File: src/rtl/step_seq_pkg.sv
package step_seq_pkg;

  // Limit a requested length to the configured capacity.
  function automatic int unsigned fit_len(input int unsigned req, input int unsigned cap);
    return (req > cap) ? cap : req;
  endfunction

  // Index of the two walkers inside the sequencer.
  localparam int unsigned SIDE_SRC = 0;
  localparam int unsigned SIDE_DST = 1;
  localparam int unsigned SIDE_CNT = 2;

endpackage

File: src/rtl/step_finder.sv
module step_finder #(
  parameter int unsigned MAX_VL = 64,
  parameter int unsigned IDX_W  = $clog2(MAX_VL),
  parameter int unsigned LEN_W  = $clog2(MAX_VL + 1)
) (
  input  logic [MAX_VL-1:0] elig,
  input  logic [LEN_W-1:0]  vl,
  input  logic [LEN_W-1:0]  base,
  output logic              found,
  output logic [IDX_W-1:0]  pos
);
  logic [MAX_VL-1:0] cand;

  // One candidate flag per position: eligible, inside the length, at or after base.
  for (genvar i = 0; i < MAX_VL; i++) begin : g_cand
    assign cand[i] = elig[i] && (LEN_W'(i) < vl) && (LEN_W'(i) >= base);
  end

  // Lowest candidate wins.
  always_comb begin
    pos = '0;
    for (int i = MAX_VL - 1; i >= 0; i--) begin
      if (cand[i]) pos = IDX_W'(i);
    end
  end

  assign found = |cand;
endmodule

File: src/rtl/step_side.sv
module step_side #(
  parameter int unsigned MAX_VL = 64,
  parameter int unsigned IDX_W  = $clog2(MAX_VL),
  parameter int unsigned LEN_W  = $clog2(MAX_VL + 1)
) (
  input  logic              clk,
  input  logic              rst_n,
  input  logic              load,
  input  logic              advance,
  input  logic              keep,
  input  logic [MAX_VL-1:0] mask,
  input  logic [LEN_W-1:0]  vl,
  output logic              found,
  output logic [IDX_W-1:0]  pos,
  output logic              zero
);
  logic [LEN_W-1:0]  base_q;
  logic [MAX_VL-1:0] elig;

  // A side that keeps masked-out slots treats every slot as eligible.
  assign elig = keep ? {MAX_VL{1'b1}} : mask;

  step_finder #(.MAX_VL(MAX_VL), .IDX_W(IDX_W), .LEN_W(LEN_W)) u_find (
    .elig  (elig),
    .vl    (vl),
    .base  (base_q),
    .found (found),
    .pos   (pos)
  );

  always_ff @(posedge clk or negedge rst_n) begin
    if (!rst_n)       base_q <= '0;
    else if (load)    base_q <= '0;
    else if (advance) base_q <= LEN_W'(pos) + LEN_W'(1);
  end

  assign zero = keep && !mask[pos];


  skip_only_active_chk: assert property (@(posedge clk) disable iff (!rst_n)
    (found && !keep) |-> mask[pos]);


  pos_in_range_chk: assert property (@(posedge clk) disable iff (!rst_n)
    found |-> (LEN_W'(pos) < vl));
endmodule

File: src/rtl/step_seq.sv
module step_seq #(
  parameter int unsigned MAX_VL = 64,
  localparam int unsigned IDX_W = $clog2(MAX_VL),
  localparam int unsigned LEN_W = $clog2(MAX_VL + 1)
) (
  input  logic              clk,
  input  logic              rst_n,
  input  logic              start,
  input  logic [LEN_W-1:0]  vl_in,
  input  logic              pred_en,
  input  logic [MAX_VL-1:0] mask_in,
  input  logic              sz,
  input  logic              dz,
  output logic              out_valid,
  input  logic              out_ready,
  output logic [IDX_W-1:0]  src_step,
  output logic [IDX_W-1:0]  dst_step,
  output logic              zero_src,
  output logic              zero_dst,
  output logic              done
);
  import step_seq_pkg::*;

  logic              active_q;
  logic [LEN_W-1:0]  vl_q;
  logic [MAX_VL-1:0] mask_q;
  logic              sz_q, dz_q;

  logic [SIDE_CNT-1:0] keep_v, found_v, zero_v;
  logic [IDX_W-1:0]    pos_v [SIDE_CNT];

  logic both_found, accept, fire;

  assign keep_v[SIDE_SRC] = sz_q;
  assign keep_v[SIDE_DST] = dz_q;

  for (genvar s = 0; s < SIDE_CNT; s++) begin : g_side
    step_side #(.MAX_VL(MAX_VL), .IDX_W(IDX_W), .LEN_W(LEN_W)) u_side (
      .clk     (clk),
      .rst_n   (rst_n),
      .load    (accept),
      .advance (fire),
      .keep    (keep_v[s]),
      .mask    (mask_q),
      .vl      (vl_q),
      .found   (found_v[s]),
      .pos     (pos_v[s]),
      .zero    (zero_v[s])
    );
  end

  assign both_found = &found_v;
  assign out_valid  = active_q && both_found;
  assign done       = active_q && !both_found;
  assign accept     = start && (!active_q || done);
  assign fire       = out_valid && out_ready;

  assign src_step = pos_v[SIDE_SRC];
  assign dst_step = pos_v[SIDE_DST];
  assign zero_src = out_valid && zero_v[SIDE_SRC];
  assign zero_dst = out_valid && zero_v[SIDE_DST];

  always_ff @(posedge clk or negedge rst_n) begin
    if (!rst_n) begin
      active_q <= 1'b0;
      vl_q     <= '0;
      mask_q   <= '0;
      sz_q     <= 1'b0;
      dz_q     <= 1'b0;
    end else if (accept) begin
      active_q <= 1'b1;
      vl_q     <= LEN_W'(fit_len(int'(vl_in), MAX_VL));
      mask_q   <= pred_en ? mask_in : {MAX_VL{1'b1}};
      sz_q     <= sz;
      dz_q     <= dz;
    end else if (done) begin
      active_q <= 1'b0;
    end
  end


  stall_hold_chk: assert property (@(posedge clk) disable iff (!rst_n)
    (out_valid && !out_ready) |=> (out_valid && $stable(src_step) && $stable(dst_step)));


  done_single_chk: assert property (@(posedge clk) disable iff (!rst_n)
    (done && !start) |=> (!done && !out_valid));


  lockstep_chk: assert property (@(posedge clk) disable iff (!rst_n)
    (out_valid && (sz_q == dz_q)) |-> (src_step == dst_step));


  ascending_chk: assert property (@(posedge clk) disable iff (!rst_n)
    fire |=> (!out_valid || ((src_step > $past(src_step)) && (dst_step > $past(dst_step)))));
endmodule

File: config.mk
export PLATFORM = sky130hd
export DESIGN_NAME = step_seq
export DESIGN_NICKNAME = d
export VERILOG_FILES = /design/src/rtl/step_seq_pkg.sv /design/src/rtl/step_finder.sv /design/src/rtl/step_side.sv /design/src/rtl/step_seq.sv
export SDC_FILE = /design/constraint.sdc
export NUM_CORES = 1
export LEC_CHECK = 0
export ABC_AREA = 0
export CORE_AREA = 2 2 179 181
export DETAILED_ROUTE_END_ITERATION = 7
export DIE_AREA = 0 0 181 183
export DONT_BUFFER_PORTS = 1
export HOLD_SLACK_MARGIN = 0.03
export PLACE_DENSITY = 0.58
export SYNTH_ARGS = -nofsm -noshare
export SYNTH_HDL_FRONTEND = slang
export SYNTH_SLANG_ARGS = --single-unit
File: constraint.sdc
create_clock -name clk -period 4.1 [get_ports clk]
set_clock_uncertainty 0.15 [all_clocks]
set_input_delay 0.41 -clock clk [delete_from_list [all_inputs] [get_ports clk]]
set_output_delay 0.41 -clock clk [all_outputs]
set_load 0.02 [all_outputs]
Yosys cells after proc, flatten, opt, wreduce, memory -nomap -nowiden
Cells that the tools add are included.

Latch bits: 0. Memory bits (read-only): 0. Input bits: 78. Register bits after elaboration: 88. Bits in writable memories: 0. Output and inout bits: 16. Memories: 0.

Shifts and indexed selects: 0. Multiplexer cells: 142. Bitwise gates (word level): 0. Magnitude comparators: 195. Reductions and logical operators: 274. Divide/modulo/power cells: 0. Equal/unequal tests: 0. $mul: 0. Add/sub/neg operators: 2.

Operators with widths (number): $mux W6 (128); $ge A6 B7 Y1 const A (64); $logic_and A1 B1 Y1 (264); $ge A5 B7 Y1 const A (32); $lt A6 B7 Y1 const A (32); $mux W64 (3); $reduce_or A64 Y1 (2); $ge A4 B7 Y1 const A (16); $lt A5 B7 Y1 const A (16); $ge A3 B7 Y1 const A (8); $lt A4 B7 Y1 const A (8); $mux W7 (5); $ge A1 B7 Y1 const A (4); $ge A2 B7 Y1 const A (4); $lt A3 B7 Y1 const A (4); $add A6 B1 Y7 const B (2); $lt A1 B7 Y1 const A (2); $lt A2 B7 Y1 const A (2); $lt A6 B7 Y1 const B (2); $bmux W1 S6 (2); $gt A7 B7 Y1 const B (1); $logic_not A1 Y1 (4); $mux W1 (4); $reduce_bool A2 Y1 (2); other kinds (2) (2).

Depth between registers and ports, before layout
Gate-level depths: netlist of run 1.

Depth in word-level cells: 72. Gate-level depth with buffers: 20.

Cells and area by module
Synthesis of run 1 repeated with hierarchy kept, for this count alone.

Cell total of the unflattened synthesis: 1471. Area, all modules: 11081.9 sq um.

Modules (own cells, without submodules): step_finder (times used 2, seq. area each 0.0 sq um, area each 2616.3 sq um, cells each 429); step_seq (times used 1, seq. area each 1851.8 sq um, area each 3161.8 sq um, cells each 319); step_side (times used 2, seq. area each 175.2 sq um, area each 1343.8 sq um, cells each 147).

Worst setup path after synthesis of run 1
OpenSTA, ideal clock, no wires.

Path type: register to output. Start: reg vl_q[4]. End: out zero_dst. Data required time: 3.540 ns. Path buffers: 4. Stages on the path, launching flop included: 17. Data arrival time: 3.560 ns. Path slack: -0.020 ns. Cell sequence: dfrtp_1 buf_6 buf_6 buf_6 nor4_4 a211oi_1 o21a_1 nor2_2 nand3_2 o41ai_4 buf_6 mux2i_1 mux2i_1 mux2i_1 mux2i_1 a311oi_1 o211a_1.

Longest elaborated chain between the ends: 72. Elaborated cells between the ends (all ways): 393. Classes of those cells: 64 x order compare; 66 x mux; 263 x reduce/logical.

RTL lines: from (decl) (line step_seq.sv:25) `logic [LEN_W-1:0] vl_q;`; from (signal assigned) (line step_seq.sv:72) `vl_q <= LEN_W'(fit_len(int'(vl_in), MAX_VL));`; $lt A6 B7 Y1 (line step_finder.sv:16) `assign cand[i] = elig[i] && (LEN_W'(i) < vl) && (LEN_W'(i) >= base);`; $logic_and A1 B1 Y1 (2 in a row) (line step_finder.sv:16); $mux W6 (64 in a row) (line step_finder.sv:23) `if (cand[i]) pos = IDX_W'(i);`; $bmux W1 S6 (line step_side.sv:37) `assign zero = keep && !mask[pos];`; $mux W1 (implied by the code) (line step_side.sv:37); $logic_not A1 Y1 (line step_side.sv:37); $logic_and A1 B1 Y1 (line step_side.sv:37); $logic_and A1 B1 Y1 * (line step_seq.sv:61) `assign zero_dst = out_valid && zero_v[SIDE_DST];`; to (decl) (line step_seq.sv:19) `output logic zero_dst,`.

Mark *: on every way between the ends. The rest lies on a longest branch, timed or not. The select of a mux whose other input is x is not followed.

Worst setup path in the final report of run 1
Start: reg vl_q[3]. End: out zero_dst.

The elaborated chain is that of the path after synthesis.

==> results of run 1 <==
routing by layer:
layer  global-route usage (%)  vias to the layer above
li1                         -                     6729
met2                    64.06                     1042
met4                    22.89                        2
met5                        0                        -
met1                    54.20                     7515
met3                    7.744                      275
layout make-up:
cell class | count | area [sq um] | share of cell area [%]
flip-flops and latches | 88 | 2215 | 12.59
clock buffers | 9 | 225.2 | 1.280
well taps | 402 | 503.0 | 2.859
multi-input cells | 1176 | 8627 | 49.04
repair buffers | 647 | 5547 | 31.53
inverters | 90 | 340.3 | 1.935
clock inverters | 7 | 126.4 | 0.7184
diodes | 3 | 7.507 | 0.04268
sequential cells by signal, summed over array words and instances, names as in the netlist:
| name | count |
|---|---|
| mask_q | 64 |
| g_side.u_side.base_q | 14 |
| vl_q | 7 |
| active_q | 1 |
| dz_q | 1 |
| sz_q | 1 |
synthesized netlist by cell type, types with 11 or more instances:
cell / instances
sky130_fd_sc_hd__o221ai_1: 11
sky130_fd_sc_hd__a2111oi_0: 19
sky130_fd_sc_hd__dfrtp_1: 88
sky130_fd_sc_hd__and3_1: 17
sky130_fd_sc_hd__a31oi_1: 71
sky130_fd_sc_hd__a211oi_1: 37
sky130_fd_sc_hd__o2111a_1: 11
sky130_fd_sc_hd__o2111ai_1: 18
sky130_fd_sc_hd__o22ai_1: 18
sky130_fd_sc_hd__o211ai_1: 20
sky130_fd_sc_hd__nor4_1: 14
sky130_fd_sc_hd__o21ai_0: 74
sky130_fd_sc_hd__nand3_1: 45
sky130_fd_sc_hd__mux2i_1: 41
sky130_fd_sc_hd__a21oi_1: 56
sky130_fd_sc_hd__o21a_1: 17
sky130_fd_sc_hd__nor2_1: 203
sky130_fd_sc_hd__nor3_1: 24
sky130_fd_sc_hd__nand4_1: 13
sky130_fd_sc_hd__clkbuf_1: 38
sky130_fd_sc_hd__nand2_1: 134
sky130_fd_sc_hd__buf_2: 63
sky130_fd_sc_hd__and2_1: 22
sky130_fd_sc_hd__a32oi_1: 15
sky130_fd_sc_hd__buf_4: 14
sky130_fd_sc_hd__inv_1: 86
sky130_fd_sc_hd__a22o_1: 12
worst max-delay path, cell delays in order, from the launching register on:
cell and delay [ns]:
sky130_fd_sc_hd__dfrtp_2 0.51, sky130_fd_sc_hd__buf_6 0.16, sky130_fd_sc_hd__and4bb_2 0.34, sky130_fd_sc_hd__nand2_1 0.11
sky130_fd_sc_hd__buf_4 0.17, sky130_fd_sc_hd__o2111a_2 0.16, sky130_fd_sc_hd__or3b_4 0.39, sky130_fd_sc_hd__a311oi_2 0.19
sky130_fd_sc_hd__buf_4 0.16, sky130_fd_sc_hd__o211ai_1 0.15, sky130_fd_sc_hd__a31oi_4 0.35, sky130_fd_sc_hd__inv_2 0.12
sky130_fd_sc_hd__buf_4 0.15, sky130_fd_sc_hd__buf_4 0.14, sky130_fd_sc_hd__mux2i_1 0.15, sky130_fd_sc_hd__mux2i_1 0.13
sky130_fd_sc_hd__a311oi_2 0.28, sky130_fd_sc_hd__o211a_4 0.25
cell families (layout without fill, tap and decap cells):
kind of cell | Yosys count | in the layout | share of synthesized area [%]
AO/OA/AOI/OAI | 556 | 556 | 38.86
XOR/XNOR | 8 | 8 | 0.6501
adder cells (fa/ha/maj) | 2 | 2 | 0.2321
buffers and inverters | 220 | 753 | 9.878
flip-flops | 88 | 88 | 20.43
multiplexers | 46 | 46 | 4.330
other | 0 | 3 | 0
AND/OR/NAND/NOR | 564 | 564 | 25.62
path summary, 6_finish.rpt:
kind                                                  from                          to
min in group asynchronous                            rst_n                     vl_q[4]
worst min-delay path                              vl_in[0]                     vl_q[0]
max in group asynchronous                            rst_n  g_side[0].u_side.base_q[6]
worst max register to register                     vl_q[3]                  mask_q[27]
worst max-delay path                               vl_q[3]                    zero_dst
worst min register to register  g_side[0].u_side.base_q[0]  g_side[0].u_side.base_q[0]
timing repair:
item                                   in CTS  in global routing
setup endpoints to repair                  98                100
gates cloned                                3                  4
endpoints found under the hold margin     149                  1
hold buffers                                8                  1
pin swaps                                  31                 81
setup buffers                              25                 37
gates resized for setup                   129                180
report_power, final:
part           switching [mW]  internal [mW]  total, mW
Clock                   0.449          0.606       1.06
Combinational            1.87           1.71       3.58
Sequential             0.0565          0.899      0.955
cell usage in the layout (no fill, tap or decap), drive strengths merged, types with 27 or more instances in the layout:
cell type  instances
a2111oi           32
a211oi            38
a21oi             59
a31oi             72
buf              635
dfrtp             88
inv               92
mux2i             41
nand2            137
nand3             46
nor2             206
nor3              27
o21ai             84
==> reports/qor_table.md, run 1 <==
| Metric | Reported |
|---|---|
| Status | finished, violations left |
| Violated checks | setup timing |
| Post-route core utilization | 56.33% |
| Effective utilization at floorplan | 34.52% |
| Met2 layer wire length in the routed design | 30320 um |
| Total number of clock tree sinks | 88 |
| DRT Wirelength | 71140 um |
| Number of violations of the max-capacitance limit | 0 |
| DP Wirelength | 56690 um |
| Remaining antenna violation count after routing | 0 |
| Clock tree from TritonCTS | built |
| Cell accounting for the most synthesized area | sky130_fd_sc_hd__dfrtp_1 |
| Layout cell share with drive strength beyond 1 | 44.17% |
| Final hold violation count | 0 |
| Vias in the first global route | 14610 |
| DRC marker count from the first detailed-route iteration | 1831 |
| Startpoint kind of the worst setup timing path | register |
| Synthesized area | 0.01078 sq mm |
| Minimum period implied by the final worst setup slack | 4.878 ns |
| DR top layer | met5 |
| DIE HEIGHT | 183 um |
| Total power after layout | 5.595 mW |
| Setup-violating endpoint count in the final report | 94 |
| Final GP Congestion | 1.079 |
| Register clock-pin slew on the reported worst setup and hold paths | 0.09 ns |
| Count of H-tree levels built during CTS | 3 |
| CTS Root Cell | sky130_fd_sc_hd__clkbuf_16 |
| Floorplan die area | 0.03312 sq mm |
| Maximum frequency from static timing analysis | 205.0 MHz |
| Core Rows | 65 |
| Cell area after layout | 0.01759 sq mm |
| Number of standard cells in the layout, taps in and fillers out | 2422 |
| Wire length of the first global-routing pass | 98720 um |
| Post-route fraction of the period consumed by the critical path | 119.0% |
| Number of enable flip-flop cells after synthesis | 0 |
| Fraction of synthesized cell area taken by the top area cell type | 20.43% |
| Final nets | 2092 |
| Count of synthesis-stage warnings from yosys | 0 |
| Worst hold path depth | 2 |
| Maximum number of pins on one net before global-route repair | 89 |
| Tot GR Track Use | 41.28% |
| Mean area per synthesized cell | 7.264 sq um |
| Net count after synthesis | 1564 |
| Routed length on met1 | 28800 um |
| Number of buffers inserted during clock tree synthesis | 9 |
| Worst Path Required | 3.54 ns |
| Synthesis-stage register bit count | 88 |
| Die boundary width | 181 um |
| Clock latency on the worst-skew pair | 0.37 ns |
| WL per Instance | 29.37 um |
| Fill cell instance count of the final layout | 2997 |
| Worst relative slew slack | 44.10% |
| Total cell area at the placement stage | 0.01513 sq mm |
| Total Neg Setup Slack | -30.40 ns |
| Endpoint class of the critical path | primary output |
| Initial antenna violation count | 4 |
| Class of the tightest hold or removal check | input port to register |
| Leakage Power | 8.040 nW |
| Number of cell instances on the worst register-to-register path | 20 |
| Least-Margin Pin Slew | 0.8308 ns |
| DR DRC count | 0 |
| Worst reg-to-reg setup slack | -0.45 ns |
| Number of max-slew violations in the final report | 0 |
| Deepest clock path buffer count | 2 |
| Worst slack after detailed placement | -0.9235 ns |
| Leading cell types by total area after synthesis | sky130_fd_sc_hd__dfrtp_1 20%, sky130_fd_sc_hd__nor2_1 7.1%, sky130_fd_sc_hd__nand2_1 4.7% |
| P&R area growth vs syn | 63.19% |
| RSZ-0062 raised after global routing | true |
| Syn Inst Count | 1484 |
| Power density over the cells | 318.1 mW/mm^2 |
| Post-synth ARST share | 100.0% |
| Cells after DPL | 2327 |
| WS Path Type | register to primary output |
| Worst ir drop on vdd | 0.2717 mV |
| Count of input and output buffers | 0 |
| First drt pass iteration count | 6 |
| Detailed-routed wire length on met3 | 6742 um |
| Worst slack on hold paths | 0.02202 ns |
| Final setup margin | -0.7784 ns |
| Placeable core region | 0.03123 sq mm |
| Number of ports placed on the die boundary | 94 |
| Critical path fanouts, max | 7 |
| Arrival time at the worst endpoint | 4.32 ns |
| Most used DFF post-synth | sky130_fd_sc_hd__dfrtp_1 |
| Global-route congestion overflow total | 0 |
| Routed via count | 15560 |
| Mean number of vias per cell | 6.426 |
| Sequential share of the synthesized area | 20.43% |
| Distinct cell type count of the synthesized netlist | 107 |
No activity file was read; power rests on OpenSTA's default activity.
==> inputs of run 2 (changes only) <==
--- a/config.mk
+++ b/config.mk
@@ -11,7 +11,7 @@
 export DIE_AREA = 0 0 181 183
 export DONT_BUFFER_PORTS = 1
 export HOLD_SLACK_MARGIN = 0.03
-export PLACE_DENSITY = 0.58
+export PLACE_DENSITY = 0.47
 export SYNTH_ARGS = -nofsm -noshare
 export SYNTH_HDL_FRONTEND = slang
 export SYNTH_SLANG_ARGS = --single-unit
==> run 2 against run 1 <==
Against the previous run:
- hold slack gained 0.0066 ns
- final area grew 3.6%
- worst setup slack lost 0.10 ns
- global-route usage grew 1.8 points
- the run still ends with setup timing left
- largest power group unchanged
==> reports/qor_table.md, run 2 (synthesis results as in run 1) <==
| Metric | Reported | Change |
|---|---|---|
| Status | finished, violations left |  |
| Violated checks | setup timing |  |
| Final setup margin | -0.8792 ns | -0.1008 ns |
| Effective utilization at floorplan | 34.52% | unchanged |
| Maximum number of pins on one net before global-route repair | 89 | unchanged |
| Worst Path Required | 3.54 ns | about the same |
| Cells after DPL | 2367 | +1.7% |
| Number of flip-flops in the largest register | 64 | unchanged |
| DR DRC count | 0 | unchanged |
| Critical path's most frequent cell | sky130_fd_sc_hd__buf_4 |  |
| Clock tree from TritonCTS | built |  |
| Power density over the cells | 301.3 mW/mm^2 | -5.3% |
| Most common cell after layout, fill and taps aside | sky130_fd_sc_hd__buf_4 |  |
| Final nets | 2144 | +2.5% |
| Number of cell instances on the worst register-to-register path | 23 | +15% |
| Least-Margin Pin Slew | 0.7228 ns | -0.1080 ns |
| Worst relative slew slack | 51.37% | +7.3 points |
| Count of input and output buffers | 0 | unchanged |
| Floorplan die area | 0.03312 sq mm | unchanged |
| First drt pass iteration count | 6 | unchanged |
| Number of buffers inserted during clock tree synthesis | 9 | unchanged |
| Deepest clock path buffer count | 2 | unchanged |
| Setup-violating endpoint count in the final report | 84 | -11% |
| Cell at the slowest stage of the critical path | sky130_fd_sc_hd__or4bb_4 |  |
| DIE HEIGHT | 183 um | unchanged |
| Placeable core region | 0.03123 sq mm | unchanged |
| Wire length of the first global-routing pass | 103100 um | +4.4% |
| Reg2reg start | g_side[0].u_side.base_q[5] |  |
| Register clock-pin slew on the reported worst setup and hold paths | 0.09 ns | about the same |
| Class of the tightest hold or removal check | input port to register |  |
| Post-route fraction of the period consumed by the critical path | 121.4% | +2.5 points |
| Layout cell share with drive strength beyond 1 | 46.11% | +1.9 points |
| Area taken by multi-input logic gates | 0.008862 sq mm | +2.7% |
| Cells traversed along the worst timing path | buf_12 -> buf_6 -> or4bb_4 -> o22ai_4 -> and2_1 -> a32o_2 -> a211oi_2 -> o221ai_2 -> o21ai_2 -> buf_4 -> nand2_2 -> buf_12 -> inv_2 -> buf_12 -> buf_4 -> buf_4 -> nor3_2 -> o21ai_1 -> a311o_1 -> nor4_4 -> buf_4 |  |
| Fill cell instance count of the final layout | 3006 | +0.30% |
| Leakage Power | 8.319 nW | +3.5% |
| Total number of clock tree sinks | 88 | unchanged |
| Post-route core utilization | 58.34% | +2.0 points |
| Final GP Congestion | 1.117 | +3.5% |
| DP Wirelength | 58250 um | +2.8% |
| Final hold violation count | 0 | unchanged |
| Remaining antenna violation count after routing | 0 | unchanged |
| Worst hold endpoint | vl_q[1] |  |
| WS Path Type | register to primary output |  |
| CTS Root Cell | sky130_fd_sc_hd__clkbuf_16 |  |
| DRT Wirelength | 73000 um | +2.6% |
| Global-route congestion overflow total | 0 | unchanged |
| DRC marker count from the first detailed-route iteration | 1986 | +8.5% |
| Maximum frequency from static timing analysis | 200.8 MHz | -2.0% |
| Worst ir drop on vdd | 0.3643 mV | +34% |
| Number of standard cells in the layout, taps in and fillers out | 2473 | +2.1% |
| Worst hold path depth | 2 | unchanged |
| Number of violations of the max-capacitance limit | 0 | unchanged |
| Number of ports placed on the die boundary | 94 | unchanged |
| Tot GR Track Use | 43.08% | +1.8 points |
| WL per Instance | 29.52 um | +0.50% |
| Endpoint class of the critical path | primary output |  |
| Routed via count | 15580 | +0.096% |
| Register containing the most flip-flops in the final layout | mask_q |  |
| Initial antenna violation count | 1 | -3 |
| End of the worst register-to-register path | mask_q[60] |  |
| Sequential cell area in the final layout | 0.002212 sq mm | -0.11% |
| Commonest non-fill, non-tap cells in the layout | 595 x sky130_fd_sc_hd__buf_4, 190 x sky130_fd_sc_hd__nor2_1, 127 x sky130_fd_sc_hd__nand2_1, 83 x sky130_fd_sc_hd__inv_1, 80 x sky130_fd_sc_hd__dfrtp_1 |  |
| Worst Min Path Start | vl_in[1] |  |
| Clock latency on the worst-skew pair | 0.39 ns | +0.02 ns |
| P&R area growth vs syn | 69.02% |  |
| Biggest regs | mask_q (64), g_side.u_side.base_q (14), vl_q (7) |  |
| Arrival time at the worst endpoint | 4.42 ns | +0.10 ns |
| Minimum period implied by the final worst setup slack | 4.979 ns | +0.1008 ns |
| Die boundary width | 181 um | unchanged |
| Core Rows | 65 | unchanged |
| Worst reg-to-reg setup slack | -0.22 ns | +0.23 ns |
| Vias in the first global route | 15240 | +4.3% |
| Count of H-tree levels built during CTS | 3 | unchanged |
| Mean number of vias per cell | 6.299 | -2.0% |
| Critical path fanouts, max | 8 | +1 |
| Slowest stage delay, CP | 0.56 ns | +0.05 ns |
| Startpoint kind of the worst setup timing path | register |  |
| Number of max-slew violations in the final report | 0 | unchanged |
| RSZ-0062 raised after global routing | true |  |
[run 2: through the flow]
| step | TNS (ns) | total power, mW | instance area [sq um] | hold WS (ns) | setup WS (ns) |
|---|---|---|---|---|---|
| finish | -9.566 | 5.489 | 18220 | 0.02858 | -0.8792 |
| global route | -24.73 | 5.709 | 18210 | 0.03085 | -0.9653 |
| global placement | -51.33 | 3.868 | 15470 | -0.03075 | -0.9511 |
| CTS | -3.620 | 5.186 | 17270 | 0.03041 | -0.8308 |
| floorplan | 0 | 2.457 | 10790 | -0.03559 | 0.04220 |
| detailed placement | -54.51 | 3.863 | 15470 | -0.02541 | -0.9662 |
[run 2: critical path: cells and delay by family (launching register included)]
kind                   cells  cell delay, ns
AND/OR/NAND/NOR            5            1.11
flip-flops                 1            0.45
AO/OA/AOI/OAI              7            1.28
buffers and inverters      9            1.19
[run 2: timing repair]
item,CTS,global route
cloned,3,2
hold buffers,28,0
resized for setup,192,167
endpoints found under the setup margin,103,101
setup buffers,38,22
pin swaps,48,64
endpoints found under the hold margin,148,0
[run 2: report_power, final]
part	switching, mW	internal (mW)
Clock	0.442	0.541
Sequential	0.0287	0.899
Combinational	1.83	1.75
Total	2.30	3.19
[run 2: worst max-delay path by stage]
| stage | from | to | slack (ns) | cells after the start |
|---|---|---|---|---|
| final | g_side[0].u_side.base_q[3] | zero_src | -0.88 | 21 |
| after global routing | g_side[0].u_side.base_q[3] | zero_src | -0.97 | 20 |
| after CTS | vl_q[2] | zero_src | -0.83 | 17 |
| after detailed placement | vl_q[2] | mask_q[60] | -0.97 | 20 |
| after global placement | vl_q[2] | mask_q[60] | -0.95 | 20 |
| after floorplan | vl_q[1] | zero_dst | 0.04 | 15 |
[run 2: area by class of cell]
type	count	area share, %
sequential	88	12.14
clock buffer	10	1.257
multi-input combinational	1176	48.64
timing repair buffer	699	32.80
clock inverter	6	0.5151
inverter	90	1.854
tap	402	2.761
antenna	2	0.02747
[run 2: layer usage]
metal	GRT usage, %	part of all wire, %
met1	54.91	39
met2	66.58	43
met3	9.512	10
met4	26.54	7.1
met5	0	0
